[src/rtl/fts_pkg.sv]
package fts_pkg;

   typedef enum logic [1:0] {
      CH_OFF  = 2'b00,
      CH_ON   = 2'b01,
      CH_COOL = 2'b10,
      CH_LOCK = 2'b11
   } ch_state_e;

   function automatic int safe_width(input int count);
      return (count > 1) ? $clog2(count) : 1;
   endfunction

endpackage

[src/rtl/fts_pulse_sync.sv]
module fts_pulse_sync #(
   parameter int SYNC_STAGES = 2
) (
   input  logic clk,
   input  logic rst_n,
   input  logic async_in,
   output logic rise_pulse
);

   generate
      if (SYNC_STAGES < 2) begin : g_bad_stages
         $error("fts_pulse_sync: SYNC_STAGES must be at least 2");
      end
   endgenerate

   logic [SYNC_STAGES:0] chain;

   genvar gi;
   generate
      for (gi = 0; gi <= SYNC_STAGES; gi++) begin : g_stage
         if (gi == 0) begin : g_first
            always_ff @(posedge clk or negedge rst_n) begin
               if (!rst_n) chain[0] <= 1'b0;
               else        chain[0] <= async_in;
            end
         end else begin : g_next
            always_ff @(posedge clk or negedge rst_n) begin
               if (!rst_n) chain[gi] <= 1'b0;
               else        chain[gi] <= chain[gi-1];
            end
         end
      end
   endgenerate

   assign rise_pulse = chain[SYNC_STAGES-1] & ~chain[SYNC_STAGES];

   // a detected edge never repeats on the following cycle
   p_edge_isolated_r1: assert property (@(posedge clk) disable iff (!rst_n)
      rise_pulse |=> !rise_pulse);

endmodule

[src/rtl/fts_energy_accum.sv]
module fts_energy_accum #(
   parameter int TRIP_COUNT = 4096
) (
   input  logic clk,
   input  logic rst_n,
   input  logic clear,
   input  logic count_en,
   output logic reach
);
   import fts_pkg::*;

   localparam int CW = safe_width(TRIP_COUNT);

   generate
      if (TRIP_COUNT < 2) begin : g_bad_trip
         $error("fts_energy_accum: TRIP_COUNT must be at least 2");
      end
   endgenerate

   logic [CW-1:0] count;

   assign reach = count_en & ~clear & (count == CW'(TRIP_COUNT - 1));

   always_ff @(posedge clk or negedge rst_n) begin
      if (!rst_n)              count <= '0;
      else if (clear || reach) count <= '0;
      else if (count_en)       count <= count + 1'b1;
   end

   // with no enabled edge and no clear the energy total is frozen
   p_count_paused_r6: assert property (@(posedge clk) disable iff (!rst_n)
      (!count_en && !clear) |=> $stable(count));

endmodule

[src/rtl/fts_cooldown_timer.sv]
module fts_cooldown_timer #(
   parameter int COOLDOWN_CYCLES = 500_000_000
) (
   input  logic clk,
   input  logic rst_n,
   input  logic run,
   output logic done
);
   import fts_pkg::*;

   localparam int TW = safe_width(COOLDOWN_CYCLES);

   generate
      if (COOLDOWN_CYCLES < 1) begin : g_bad_cool
         $error("fts_cooldown_timer: COOLDOWN_CYCLES must be at least 1");
      end
   endgenerate

   logic [TW-1:0] ticks;

   assign done = run & (ticks == TW'(COOLDOWN_CYCLES - 1));

   always_ff @(posedge clk or negedge rst_n) begin
      if (!rst_n)            ticks <= '0;
      else if (!run || done) ticks <= '0;
      else                   ticks <= ticks + 1'b1;
   end

endmodule

[src/rtl/fts_retry_seq.sv]
module fts_retry_seq #(
   parameter int MAX_RETRIES = 4096
) (
   input  logic               clk,
   input  logic               rst_n,
   input  logic               cmd_on,
   input  logic               trip,
   input  logic               cool_done,
   output fts_pkg::ch_state_e state
);
   import fts_pkg::*;

   localparam int RW = safe_width(MAX_RETRIES + 1);

   generate
      if (MAX_RETRIES < 0) begin : g_bad_retry
         $error("fts_retry_seq: MAX_RETRIES must not be negative");
      end
   endgenerate

   logic          cmd_q;
   logic [RW-1:0] retries;
   logic          rise;
   logic          spent;

   assign rise  = cmd_on & ~cmd_q;
   assign spent = (retries == RW'(MAX_RETRIES));

   always_ff @(posedge clk or negedge rst_n) begin
      if (!rst_n) begin
         state   <= CH_OFF;
         retries <= '0;
         cmd_q   <= 1'b0;
      end else begin
         cmd_q <= cmd_on;
         if (!cmd_on) begin
            state <= CH_OFF;
         end else if (rise) begin
            state   <= CH_ON;
            retries <= '0;
         end else begin
            unique case (state)
               CH_ON: begin
                  if (trip) state <= spent ? CH_LOCK : CH_COOL;
               end
               CH_COOL: begin
                  if (cool_done) begin
                     state   <= CH_ON;
                     retries <= retries + 1'b1;
                  end
               end
               default: ;
            endcase
         end
      end
   end

   // a fresh command always lands in the on state
   p_rise_on_r5: assert property (@(posedge clk) disable iff (!rst_n)
      rise |=> (state == CH_ON));

   // lockout persists while the command is held
   p_lock_hold_r4: assert property (@(posedge clk) disable iff (!rst_n)
      (state == CH_LOCK && cmd_on) |=> (state == CH_LOCK));

   // restart count never passes its limit
   p_retry_bound_r4: assert property (@(posedge clk) disable iff (!rst_n)
      (state == CH_COOL) |-> (retries < RW'(MAX_RETRIES)));

endmodule

[src/rtl/fuse_trip_supervisor.sv]
module fuse_trip_supervisor #(
   parameter int TRIP_COUNT      = 4096,
   parameter int COOLDOWN_CYCLES = 500_000_000,
   parameter int MAX_RETRIES     = 4096,
   parameter int SYNC_STAGES     = 2
) (
   input  logic       clk,
   input  logic       rst_n,
   input  logic       cmd_on,
   input  logic       osc_pulse,
   input  logic       overtemp,
   input  logic       fast_fault,
   output logic       gate_en,
   output logic [1:0] status,
   output logic       fault
);
   import fts_pkg::*;

   ch_state_e state;
   logic      pulse_edge;
   logic      on_now;
   logic      count_en;
   logic      acc_clear;
   logic      reach;
   logic      trip;
   logic      cool_run;
   logic      cool_done;

   fts_pulse_sync #(.SYNC_STAGES(SYNC_STAGES)) u_sync (
      .clk        (clk),
      .rst_n      (rst_n),
      .async_in   (osc_pulse),
      .rise_pulse (pulse_edge)
   );

   assign on_now    = (state == CH_ON);
   assign count_en  = pulse_edge & on_now & cmd_on & ~overtemp;
   assign acc_clear = ~(on_now & cmd_on);

   fts_energy_accum #(.TRIP_COUNT(TRIP_COUNT)) u_accum (
      .clk      (clk),
      .rst_n    (rst_n),
      .clear    (acc_clear),
      .count_en (count_en),
      .reach    (reach)
   );

   assign cool_run = (state == CH_COOL) & cmd_on;

   fts_cooldown_timer #(.COOLDOWN_CYCLES(COOLDOWN_CYCLES)) u_cool (
      .clk   (clk),
      .rst_n (rst_n),
      .run   (cool_run),
      .done  (cool_done)
   );

   assign trip = on_now & (fast_fault | reach);

   fts_retry_seq #(.MAX_RETRIES(MAX_RETRIES)) u_seq (
      .clk       (clk),
      .rst_n     (rst_n),
      .cmd_on    (cmd_on),
      .trip      (trip),
      .cool_done (cool_done),
      .state     (state)
   );

   assign gate_en = on_now & ~overtemp;
   assign status  = state;
   assign fault   = state[1] | overtemp;

   // any trip with the command held leaves the on state
   p_trip_leaves_on_r2: assert property (@(posedge clk) disable iff (!rst_n)
      (trip && cmd_on && $past(cmd_on)) |=> (status != 2'b01));

   // a low command forces off with the gate open
   p_cmd_low_off_r8: assert property (@(posedge clk) disable iff (!rst_n)
      !cmd_on |=> (status == 2'b00 && !gate_en));

endmodule

[config.mk]
export PLATFORM = sky130hd
export DESIGN_NAME = fuse_trip_supervisor
export DESIGN_NICKNAME = d
export VERILOG_FILES = /design/src/rtl/fts_pkg.sv /design/src/rtl/fts_pulse_sync.sv /design/src/rtl/fts_energy_accum.sv /design/src/rtl/fts_cooldown_timer.sv /design/src/rtl/fts_retry_seq.sv /design/src/rtl/fuse_trip_supervisor.sv
export SDC_FILE = /design/constraint.sdc
export NUM_CORES = 1
export LEC_CHECK = 0
export BUFFER_PORTS_ARGS = -buffer_cell sky130_fd_sc_hd__buf_2
export CORE_ASPECT_RATIO = 1.75
export CORE_MARGIN = 2
export CORE_UTILIZATION = 50
export DETAILED_ROUTE_END_ITERATION = 8
export GPL_TIMING_DRIVEN = 1
export HOLD_SLACK_MARGIN = 0.08
export PLACE_DENSITY = 0.66
export SLEW_MARGIN = 10
export SYNTH_ARGS = -nofsm -noshare
export SYNTH_HDL_FRONTEND = slang
export SYNTH_SLANG_ARGS = --single-unit
export TNS_END_PERCENT = 100
[constraint.sdc]
create_clock -name clk -period 2.4 [get_ports clk]
set_input_delay 0.48 -clock clk [delete_from_list [all_inputs] [get_ports clk]]
set_output_delay 0.48 -clock clk [all_outputs]
set_load 0.005 [all_outputs]
### Word level (Yosys, flattened, before mapping)

Cells that the tools add are included.

| storage, ports and cells | value |
|---|---|
| input bits | 6 |
| output and inout port bits | 4 |
| register bits after elaboration | 60 |

| cells by class | value |
|---|---|
| bitwise logic cells | 18 |
| $add $sub $neg | 3 |
| reduce and logical (&&, ||, !) cells | 8 |
| eq/ne operators | 8 |
| muxes and demuxes | 12 |

Operator list:

| operator | number |
|---|---|
| two-way mux 13 bit | 3 |
| adder 29 x 1 -> 29 bit (second input constant) | 1 |
| equality test 29 bit (second input constant) | 1 |
| two-way mux 29 bit | 1 |
| two-way mux 12 bit | 2 |
| adder 13 x 1 -> 13 bit (second input constant) | 1 |
| equality test 13 bit (second input constant) | 1 |
| adder 12 x 1 -> 12 bit (second input constant) | 1 |
| bitwise AND 1 bit | 12 |
| equality test 12 bit (second input constant) | 1 |
| two-way mux 2 bit | 4 |
| inequality test 4 x 2 -> 1 bit (second input constant) | 2 |
| AND reduction 3 bit | 2 |
| nonzero test 2 bit | 3 |
| inequality test 4 x 1 -> 1 bit (second input constant) | 1 |
| NOT 1 bit | 4 |
| case mux 2 bit (2 select lines) | 1 |
| equality test 2 x 1 -> 1 bit (second input constant) | 1 |
| equality test 2 bit (second input constant) | 1 |
| logical OR 1 bit | 2 |
| bitwise OR 1 bit | 2 |
| zero test 1 bit | 1 |
| two-way mux 1 bit | 1 |

### Depth between registers and ports, before layout

| logic depth | value |
|---|---|
| depth in word-level cells | 13 |
| depth in mapped cells | 7 |

### Modules after synthesis

Synthesis repeated with hierarchy kept, for this count alone.

| unflattened totals | value |
|---|---|
| cells, all modules | 359 |
| area total of the unflattened synthesis | 3,389.5 µm² |

Modules (own cells, without submodules):

| module | sequential area each (µm²) | cells an instance | area each (µm²) | instances |
|---|---|---|---|---|
| fts_cooldown_timer | 725.7 | 194 | 1,732.9 | 1 |
| fts_retry_seq | 400.4 | 98 | 917.1 | 1 |
| fts_energy_accum | 300.3 | 56 | 596.8 | 1 |
| fts_pulse_sync | 75.1 | 4 | 88.8 | 1 |
| fuse_trip_supervisor | 0.0 | 7 | 53.8 | 1 |

### Worst setup path after synthesis

No wires, ideal clock.

| path | value |
|---|---|
| kind | in2reg |
| start point | in cmd_on |
| end point | reg u_seq.retries[11] |
| data arrival time | 1.733 ns |
| setup time | 0.079 ns |
| path buffers | 1 |
| cell stages on the path | 5 |
| slack | 0.588 ns |
| path through | buf_2 > nand3b_4 > or4_4 > nor4_2 > mux2i_1 |

| on the way | value |
|---|---|
| longest elaborated chain between the ends | 4 |

RTL lines:

| what | line | RTL |
|---|---|---|
| from (decl) | fuse_trip_supervisor.sv:9 | `input logic cmd_on,` |
| bitwise AND 1 bit | fuse_trip_supervisor.sv:48 | `assign cool_run = (state == CH_COOL) & cmd_on;` |
| bitwise AND 1 bit | fts_cooldown_timer.sv:21 | `assign done = run & (ticks == TW'(COOLDOWN_CYCLES - 1));` |
| nonzero test 2 bit (no source line) | - |  |
| AND reduction 3 bit (no source line) | - |  |
| to (signal assigned) | fts_retry_seq.sv:49 | `retries <= retries + 1'b1;` |
| to (decl) | fts_retry_seq.sv:22 | `logic [RW-1:0] retries;` |

Parallel ways exist; a longest one is shown, timed or not.
A chain may end at the register's enable or synchronous reset.

### Final worst setup path

| path | value |
|---|---|
| start point | reg u_cool.ticks[0] |
| end point | reg u_cool.ticks[20] |

| on the way | value |
|---|---|
| longest elaborated chain between the ends | 4 |

RTL lines:

| what | line | RTL |
|---|---|---|
| from (decl) | fts_cooldown_timer.sv:19 | `logic [TW-1:0] ticks;` |
| from (signal assigned) | fts_cooldown_timer.sv:26 | `else ticks <= ticks + 1'b1;` |
| branches (longest 3 deep; another with adder 29 x 1 -> 29 bit) | - |  |
| two-way mux 29 bit (*) | fts_cooldown_timer.sv:25 | `else if (!run \|\| done) ticks <= '0;` |

Mark *: on every way between the ends.

==> reports/qor.yml <==
grt:
  antenna_found_initial: 0
  grt_first_pass_wirelength_um: 13100
  gr-total-overflow: 0
  grt_pass1_vias: 2807
  grt_max_degree: 38
  grtUsageTotal_pct: 22.8
logic_synthesis:
  synth-xor-area-share_pct: 4.11
  syn_area_mm2: 0.00341
  yosys-top-cells-area: "dfrtp_1 44%, nand2_1 3.9%, xor2_1 3.6%, a21oi_1 3.1%, nor2_1 2.9%"
  post-synth-top-area-cell: "dfrtp_1"
  yosysSeqAreaShare_pct: 44.0
  synth_area_per_cell_um2: 9.75
  async_reset_ff_share_pct: 100
  synth.area.mux_share_pct: 1.47
  synth-seq-cells: 60
  postSynthCellCount: 350
  yosysWarnings: 0
  synth_flop_cell: "dfrtp_1"
  synth_fp_nets: 360
  ys_types: 56
  synthSimpleGateAreaFrac_pct: 30.6
  synth_top_family_by_area: "simple AND/OR/NAND/NOR gates"
  synth_edf_count: 0
  synth_top_area_share_pct: 44.0
  synth_compound_area_share_pct: 14.6
  synth_fa_ha_area_share_pct: 1.47
clock_tree:
  cts_buffers: 9
  cts_resized: 0
  htreeDepth: 3
  cts_max_path_buffers: 2
  postCtsSetupBuffers: 0
  worstSkewPairLatency_ns: 0.33
  cts_root_buffer: "clkbuf_16"
  clkTransAtPathRegs_ns: 0.05
  ctsHoldBuffers: 0
  cts.sinks: 60
  cts_tree: "yes"
setup_path:
  end_kind: "flop"
  rr_endpoint: "u_cool.ticks[20]"
  reg2reg_from: "u_cool.ticks[0]"
  ff2ff_path_depth: 5
  crit_fanout: 18
  critical_path_class: "flop to flop"
  start_kind: "flop"
  r2r_slack_ns: 0.36
  cp.required_ns: 2.64
  arrival_ns: 2.29
placement:
  place_congestion: 0.754
  dp_slack_ns: 0.360
  dp.final_hpwl_um: 5260
  portBuffers: 9
  place_area_mm2: 0.00353
power:
  cellLeakagePower_nw: 1.59
  powerDensity_mw_per_mm2: 641
  total_power_w: 0.00247
  ir_worst_vdd_uv: 425
final_layout:
  multi_input_area_mm2: 0.00178
  final_cell_mix: "60 x dfrtp_1, 35 x nand2_1, 26 x nor2_1, 21 x a21oi_1, 17 x nand3_1"
  mostFrequentLayoutCell: "dfrtp_1"
  fillerInstances: 605
  fin_nets: 369
  layout-area-overhead-vs-synth_pct: 12.7
  regArea_mm2: 0.00150
  diodes: 0
  fin_util_pct: 58.4
  final_cell_area_mm2: 0.00384
  drive_above_1_share_pct: 13.7
routing:
  via_per_inst: 6.31
  num_vias: 2814
  wirelength_um: 7520
  postRouteAntennaNets: 0
  drtIter0Drc: 132
  drc: 0
  avgRoutedWirePerCell_um: 16.8
  firstDrtPassIters: 4
die:
  floorplan.io_pins: 10
  dieHeight_um: 113
  die_w_um: 66.4
  core_area_mm2: 0.00659
  die_area_mm2: 0.00753
  std_cell_rows: 39
  initial_core_util_pct: 51.8
timing:
  layout_setup_ws_ns: 0.356
  maxSlewHeadroom_pct: 50.9
  clock.fmax_mhz: 489
  worst_pin_slew_ns: 0.737
  final_hold_viol_count: 0
  rsz0062_at_grt: "false"
  finalMaxSlewViolations: 0
  period_share_pct: 85.1
  finalSetupTns_ns: 0
  setup_viol: 0
  period_needed_ns: 2.04
  fin_skew_ns: 0.00440
run_status:
  outcome: "complete, no violations"
min_path:
  hold_class: "primary input to asynchronous set/reset pin"
job:
  max-cap-violations: 0
cells by family after synthesis:
logic type               Yosys count
multiplexers                       5
flip-flops                        60
AO/OA/AOI/OAI                     74
adder cells (fa/ha/maj)            4
AND/OR/NAND/NOR                  166
XOR/XNOR                          16
buffers and inverters             25
how the worst max path moves through the flow:
stage                     startpoint                end  slack (ns)  depth (start not counted)
finish               u_cool.ticks[0]   u_cool.ticks[20]        0.36                          5
global route         u_cool.ticks[0]   u_cool.ticks[22]        0.23                          5
CTS                  u_cool.ticks[0]   u_cool.ticks[20]        0.34                          5
detailed placement   u_cool.ticks[0]   u_cool.ticks[20]        0.36                          5
global placement    u_cool.ticks[12]  u_seq.retries[11]        0.42                          5
floorplan                     cmd_on  u_seq.retries[11]        0.59                          5
worst max-delay path, cell delays in order, from the launching register on:
cell,delay (ns)
dfrtp_1,0.38
ha_1,0.22
and3_1,0.36
nand2_2,0.27
or4_1,0.53
a21oi_1,0.19
flip-flops by register name, summed over array words and instances, names as in the netlist:
name,cells
u_seq.retries,13
u_cool.ticks,29
u_seq.state,2
u_accum.count,12
u_sync.chain,3
u_seq.cmd_q,1
synthesized netlist by cell type (all sizes together) (3+ instances only):
library cell   n
o2111ai        5
or3            9
nor2          26
ha             4
o21ai          9
and4          10
nand3         18
a41o           6
nor3           5
or4           12
a31oi          8
nand4         13
buf           12
nand2b         6
o211ai         3
and3           6
o31ai         12
nor4           9
clkbuf         7
mux2i          5
dfrtp         60
xor2          14
nor4b          4
inv            6
a21oi         21
nand2         37
metal layers:
layer	wire, um	track usage [%]	part of all wire, %
met5	0	0	0
met4	180	10.5	2.4
met3	246	5.27	3.3
met2	4100	39.9	55
met1	2990	25.5	40
through the flow:
stage	std cells	hold slack, ns
2_1_floorplan	350	0.184
3_5_place_dp	430	0.342
5_1_grt	446	0.180
4_1_cts	446	0.154
6_report	446	0.142
3_3_place_gp	430	0.363
power by group:
part | internal, W | switching [W]
logic | 0.0000203 | 0.0000459
clock network | 0.000930 | 0.000446
registers | 0.00102 | 0.00000556
total | 0.00197 | 0.000498
layout make-up:
class	count	area share, %
clock buffer	11	6.31
clock inverter	5	1.95
inverter	6	0.586
multi-input combinational	265	46.4
sequential	60	39.0
tap	82	2.67
timing repair buffer	17	3.06
Note: power is estimated with default switching activity, not from simulation.
